`src/rtl/reg_xcvr_pkg.sv`:
```
package reg_xcvr_pkg;
  typedef enum logic {
    DRIVE_PORT_A = 1'b0,
    DRIVE_PORT_B = 1'b1
  } xcvr_dir_e;

  typedef struct packed {
    logic      out_en_n;
    xcvr_dir_e dir;
    logic      use_st_ab;
    logic      use_st_ba;
  } xcvr_ctrl_t;
endpackage

```
`src/rtl/xcvr_edge_sync.sv`:
```
module xcvr_edge_sync #(
  parameter int STAGES = 2
) (
  input  logic clk,
  input  logic rst,
  input  logic pin_i,
  output logic strike_o
);
  localparam int LEN = STAGES + 1;

  logic [LEN-1:0] shift_q;

  always_ff @(posedge clk) begin
    if (rst) shift_q <= '0;
    else     shift_q <= {shift_q[LEN-2:0], pin_i};
  end

  assign strike_o = shift_q[STAGES-1] & ~shift_q[STAGES];

  // a rising edge yields a strike lasting exactly one cycle
  a_r1_single_strike: assert property (@(posedge clk) disable iff (rst)
    strike_o |=> !strike_o);
endmodule

```
`src/rtl/xcvr_half.sv`:
```
module xcvr_half
  import reg_xcvr_pkg::*;
#(
  parameter int W      = 8,
  parameter int STAGES = 2
) (
  input  logic         clk,
  input  logic         rst,
  input  xcvr_ctrl_t   ctrl_i,
  input  logic         cap_ab_i,
  input  logic         cap_ba_i,
  input  logic [W-1:0] a_i,
  input  logic [W-1:0] b_i,
  output logic [W-1:0] a_o,
  output logic [W-1:0] a_oe_o,
  output logic [W-1:0] b_o,
  output logic [W-1:0] b_oe_o
);
  logic         strike_ab, strike_ba;
  logic [W-1:0] store_ab_q, store_ba_q;
  logic [W-1:0] a_q, b_q;
  logic         drv_a_q, drv_b_q;
  xcvr_dir_e    dir_q;
  logic         dir_flip;

  xcvr_edge_sync #(.STAGES(STAGES)) u_sync_ab (
    .clk(clk), .rst(rst), .pin_i(cap_ab_i), .strike_o(strike_ab));
  xcvr_edge_sync #(.STAGES(STAGES)) u_sync_ba (
    .clk(clk), .rst(rst), .pin_i(cap_ba_i), .strike_o(strike_ba));

  // Storage registers load on strikes; output settings play no part.
  always_ff @(posedge clk) begin
    if (rst) begin
      store_ab_q <= '0;
      store_ba_q <= '0;
    end else begin
      if (strike_ab) store_ab_q <= a_i;
      if (strike_ba) store_ba_q <= b_i;
    end
  end

  assign dir_flip = (ctrl_i.dir != dir_q);

  // Registered select and data: the driven value only moves on clk.
  always_ff @(posedge clk) begin
    if (rst) begin
      dir_q   <= DRIVE_PORT_A;
      drv_a_q <= 1'b0;
      drv_b_q <= 1'b0;
      a_q     <= '0;
      b_q     <= '0;
    end else begin
      dir_q   <= ctrl_i.dir;
      drv_a_q <= ~ctrl_i.out_en_n & ~dir_flip & (ctrl_i.dir == DRIVE_PORT_A);
      drv_b_q <= ~ctrl_i.out_en_n & ~dir_flip & (ctrl_i.dir == DRIVE_PORT_B);
      a_q     <= ctrl_i.use_st_ba ? store_ba_q : b_i;
      b_q     <= ctrl_i.use_st_ab ? store_ab_q : a_i;
    end
  end

  assign a_o    = a_q;
  assign b_o    = b_q;
  assign a_oe_o = {W{drv_a_q}};
  assign b_oe_o = {W{drv_b_q}};

  // never drive both ports
  a_r7_one_port: assert property (@(posedge clk) disable iff (rst)
    !(drv_a_q && drv_b_q));
  // isolation releases both ports
  a_r3_isolate: assert property (@(posedge clk) disable iff (rst)
    ctrl_i.out_en_n |=> (!drv_a_q && !drv_b_q));
  // a direction change blanks both enables
  a_r8_dir_blank: assert property (@(posedge clk) disable iff (rst)
    dir_flip |=> (!drv_a_q && !drv_b_q));
  // a strike loads port A data
  a_r1_load_ab: assert property (@(posedge clk) disable iff (rst)
    strike_ab |=> (store_ab_q == $past(a_i)));
  // no strike, no change
  a_r4_hold_ba: assert property (@(posedge clk) disable iff (rst)
    !strike_ba |=> $stable(store_ba_q));
  // live B data reaches A one cycle later
  a_r5_live_to_a: assert property (@(posedge clk) disable iff (rst)
    (!ctrl_i.out_en_n && ctrl_i.dir == DRIVE_PORT_A && !dir_flip && !ctrl_i.use_st_ba)
    |=> (drv_a_q && a_o == $past(b_i)));
endmodule

```
`src/rtl/reg_xcvr.sv`:
```
module reg_xcvr
  import reg_xcvr_pkg::*;
#(
  parameter int NUM_HALVES  = 2,
  parameter int HALF_W      = 8,
  parameter int SYNC_STAGES = 2
) (
  input  logic                         clk,
  input  logic                         rst,
  input  logic [NUM_HALVES-1:0]        out_en_n,
  input  logic [NUM_HALVES-1:0]        to_b,
  input  logic [NUM_HALVES-1:0]        cap_ab,
  input  logic [NUM_HALVES-1:0]        cap_ba,
  input  logic [NUM_HALVES-1:0]        use_st_ab,
  input  logic [NUM_HALVES-1:0]        use_st_ba,
  input  logic [NUM_HALVES*HALF_W-1:0] a_in,
  output logic [NUM_HALVES*HALF_W-1:0] a_out,
  output logic [NUM_HALVES*HALF_W-1:0] a_oe,
  input  logic [NUM_HALVES*HALF_W-1:0] b_in,
  output logic [NUM_HALVES*HALF_W-1:0] b_out,
  output logic [NUM_HALVES*HALF_W-1:0] b_oe
);
  localparam int TOTAL_W = NUM_HALVES * HALF_W;

  for (genvar h = 0; h < NUM_HALVES; h++) begin : g_half
    xcvr_ctrl_t ctrl;
    assign ctrl.out_en_n  = out_en_n[h];
    assign ctrl.dir       = xcvr_dir_e'(to_b[h]);
    assign ctrl.use_st_ab = use_st_ab[h];
    assign ctrl.use_st_ba = use_st_ba[h];

    xcvr_half #(.W(HALF_W), .STAGES(SYNC_STAGES)) u_half (
      .clk     (clk),
      .rst     (rst),
      .ctrl_i  (ctrl),
      .cap_ab_i(cap_ab[h]),
      .cap_ba_i(cap_ba[h]),
      .a_i     (a_in[h*HALF_W +: HALF_W]),
      .b_i     (b_in[h*HALF_W +: HALF_W]),
      .a_o     (a_out[h*HALF_W +: HALF_W]),
      .a_oe_o  (a_oe[h*HALF_W +: HALF_W]),
      .b_o     (b_out[h*HALF_W +: HALF_W]),
      .b_oe_o  (b_oe[h*HALF_W +: HALF_W])
    );
  end

  // across the whole width no bit drives both ports
  a_r7_no_overlap: assert property (@(posedge clk) disable iff (rst)
    (a_oe & b_oe) == {TOTAL_W{1'b0}});
endmodule

```
`config.mk`:
```
export PLATFORM = sky130hd
export DESIGN_NAME = reg_xcvr
export DESIGN_NICKNAME = d
export VERILOG_FILES = /design/src/rtl/reg_xcvr_pkg.sv /design/src/rtl/xcvr_edge_sync.sv /design/src/rtl/xcvr_half.sv /design/src/rtl/reg_xcvr.sv
export SDC_FILE = /design/constraint.sdc
export NUM_CORES = 1
export LEC_CHECK = 0
export BUFFER_PORTS_ARGS = -buffer_cell sky130_fd_sc_hd__buf_2
export CORE_MARGIN = 5
export CORE_UTILIZATION = 30
export CTS_CLUSTER_SIZE = 12
export DETAILED_ROUTE_END_ITERATION = 12
export PLACE_DENSITY = 0.5
export SYNTH_ARGS = -nofsm -noshare
export SYNTH_HDL_FRONTEND = slang
export SYNTH_SLANG_ARGS = --single-unit
```
`constraint.sdc`:
```
create_clock -name clk -period 2.2 [get_ports clk]
set_clock_uncertainty 0.05 [all_clocks]
set_input_delay 0.66 -clock clk [delete_from_list [all_inputs] [get_ports clk]]
set_output_delay 0.66 -clock clk [all_outputs]
set_load 0.02 [all_outputs]
```
# Yosys cells after proc, flatten, opt, wreduce, memory -nomap -nowiden
# Index checks and enable logic that the tools add are counted.
# totals
input_bits,46
out_inout_bits,64
ff_bits,82
# classes
eq_ne,2
muxes,4
bitwise,20
# op_table
cell,n
$mux 8,4
$and 1x1->1,10
$not 1->1,10
$ne 1x1->1,2

# Depth between registers and ports, before layout
# depth
depth_word,4
depth_mapped,4
ltp_nobuf,2

# Modules after synthesis
# From an unflattened synthesis, not the netlist that was laid out.
# unflattened
cells_unflattened,282
hier_area_um2,3088.0
# by_module_without_submodules
module,cells_each,instances,area_each_um2
xcvr_half,127,2,1368.8
xcvr_edge_sync,7,4,87.6

# Worst setup path before layout
# OpenSTA, ideal clock, no wires.
# synth_path
path_kind,flip-flop to output port
start,reg g_half[0].u_half.drv_a_q
end,out a_oe[0]
path_stages_with_launch,2
arrival_ns,0.574
path_buffers,1
slack_ns,0.916
path_cell_list,dfxtp_1 > buf_4
# synth_lines
element,line,rtl
start: declaration,xcvr_half.sv:22,"logic drv_a_q, drv_b_q;"
start signal: assignment,xcvr_half.sv:54,drv_a_q <= ~ctrl_i.out_en_n & ~dir_flip & (ctrl_i.dir == DRIVE_PORT_A);
end: declaration,reg_xcvr.sv:18,"output logic [NUM_HALVES*HALF_W-1:0] a_oe,"
# No word-level cell between the ends.

# Worst setup path after layout
# layout_path
start,reg g_half[1].u_half.drv_a_q
end,out a_oe[12]
# layout_lines
element,line
start: declaration,xcvr_half.sv:22
start signal: assignment,xcvr_half.sv:54
# No word-level cell between the ends.

==> results.cfg <==
[critical_path]
crit_type = reg2out
cp_slowest_stage_delay_ps = 410
required_ps = 1490
crit_family = flip-flops
path_max_fanout = 8
critPathArrivalTime_ps = 950
cp-end-kind = primary output
path_cells = buf_2
critPathSlowestCell = dfxtp_1
cp-start-kind = flip-flop
path_buf_inv = 1

[routing]
drc_errors = 0
via_per_inst = 4.41
wl_per_cell_um = 12.6
vias = 2345
drt_first_pass_iters = 4
drt_iter0_markers = 82
postRouteAntennaNets = 0
drt-total-wl_um = 6730

[final_layout]
syn_to_final_growth_pct = 18.5
final_net_count = 433
antenna_cells = 0
drive_gt1_share_pct = 32.1
final_cell_mix = buf_2 (109), dfxtp_1 (82)
final_util_pct = 36.2
final_common_cell = buf_2

[clock_tree]
hold_buffers = 0
post_cts_resized = 0
cts_tree = done
post_cts_buffers = 0
clock-sinks = 82
clk_pin_slew_ps = 70
clk_latency_ps = 350
clock_path_buffers = 2
numCtsBuffers = 9
cts.htree.levels = 3
cts_root_buf = clkbuf_8

[place]
place_hpwl_um = 4420
pre_cts_ws_ps = 611
gp_congestion = 0.685
portBuffers = 109

[logic_synthesis]
syn_area_um2 = 3310
ys_ff_latch = 82
postSynthAreaPerCell_um2 = 10.5
syn-instance-count = 314
synth_nets = 360
yosysSeqAreaShare_pct = 49.6
yosysUniqueCellTypes = 18
yosys_warnings = 0

[timing]
drv_slew = 0
slew_headroom_pct = 70.1
rsz0062_at_grt = no
hold_viol = 0
fmax_mhz = 604
tightestPinTransition_ps = 449
min_period_ps = 1660
fin_ws_ps = 543
timing.final.crit_share_pct = 75.3
setup_viol = 0
finalSetupTns_ps = 0

[job]
maxCapViolCount = 0

[pwr]
switching_share_pct = 23.5
power_frac_clock_pct = 39.7
comb_power_share_pct = 9.6
seq_power_share_pct = 50.7
ir_worst_vdd_mv = 0.424
p_switching_uw = 729
p_per_area_nw_per_um2 = 792
p_int_uw = 2380
power_leakage_uw = 0.00176

[floorplan]
rows = 38
die_w_um = 115
pin_count = 110
die_area_um2 = 13200
initial_core_util_pct = 30.5
coreArea_um2 = 10800
chipHeight_um = 115

[min_path]
hold_path_class = reg2reg

[global_route]
grt_pass1_wl_um = 10900
grt.overflow.total = 0
grt_usage_pct = 10.3
grt_pass1_vias = 2264
grt_max_degree = 115
antenna_found_initial = 0

[status]
status = finished, final reports clean
through the flow:
stage	instance area (um^2)	power, uW	hold WS (ps)	cells
after floorplan	3310	1820	347	314
after global placement	3690	1910	360	516
after detailed placement	3690	1910	358	516
after CTS	3920	3170	378	532
after global routing	3920	3270	398	532
final	3920	3110	374	532
final timing paths:
path	from	to	slack, ps	cells past startpoint
worst max-delay path	g_half[1].u_half.drv_a_q	a_oe[12]	540	1
worst min-delay path	g_half[1].u_half.dir_q	g_half[1].u_half.drv_a_q	370	1
worst max register to register	g_half[0].u_half.u_sync_ab.shift_q[1]	g_half[0].u_half.store_ab_q[0]	1010	2
worst min register to register	g_half[1].u_half.dir_q	g_half[1].u_half.drv_a_q	370	1
layout make-up:
cell class                      count  area [um^2]
Sequential cell                    82         1640
Clock inverter                      4         73.8
Timing Repair Buffer              110          566
Fill cell                        1112         6920
Clock buffer                       12          155
Tap cell                          140          175
Multi-Input combinational cell    184         1310
cell families after synthesis:
| kind of cell | after synthesis | synth area share [%] |
|---|---|---|
| simple gates | 120 | 25.1 |
| buf+inv | 48 | 10.8 |
| mux | 32 | 9.68 |
| flops | 82 | 49.6 |
| compound gates | 32 | 4.84 |
per-layer routing:
metal,GRT usage (%),share of wire (%),up-vias
met2,16.3,46,60
met3,3.95,7.6,9
li1,-,-,1189
met1,12.6,45,1087
met4,4.23,1.7,0
met5,0,0,-
synthesized netlist by cell type:
master,instances,share of area [%]
dfxtp_1,82,50
nor4_1,2,0.38
buf_6,6,2.0
mux2i_1,32,9.7
nor2b_1,14,2.6
buf_2,2,0.30
o21ai_0,21,3.2
buf_4,33,7.5
and2b_4,1,0.30
nor2_1,32,3.6
o21ai_1,11,1.7
clkbuf_2,5,0.76
clkbuf_1,2,0.23
nor3_1,2,0.30
nand2_1,2,0.23
nand4bb_1,32,11
and2b_1,3,0.68
nand2b_1,32,6.0
registers in the layout, indices dropped and copies added, names as in the netlist:
register	flops
g_half.u_half.a_o	16
g_half.u_half.u_sync_ba.shift_q	6
g_half.u_half.u_sync_ab.shift_q	6
g_half.u_half.store_ba_q	16
g_half.u_half.dir_q	2
g_half.u_half.store_ab_q	16
g_half.u_half.drv_a_q	2
g_half.u_half.drv_b_q	2
g_half.u_half.b_o	16
power groups by stage:
stage,clock (uW),combinational [uW],sequential (uW)
finish,1230,298,1580
global route,1350,328,1590
CTS,1280,303,1580
detailed placement,0,301,1610
global placement,0,301,1610
floorplan,0,182,1640
(Power assumes the default switching activity.)
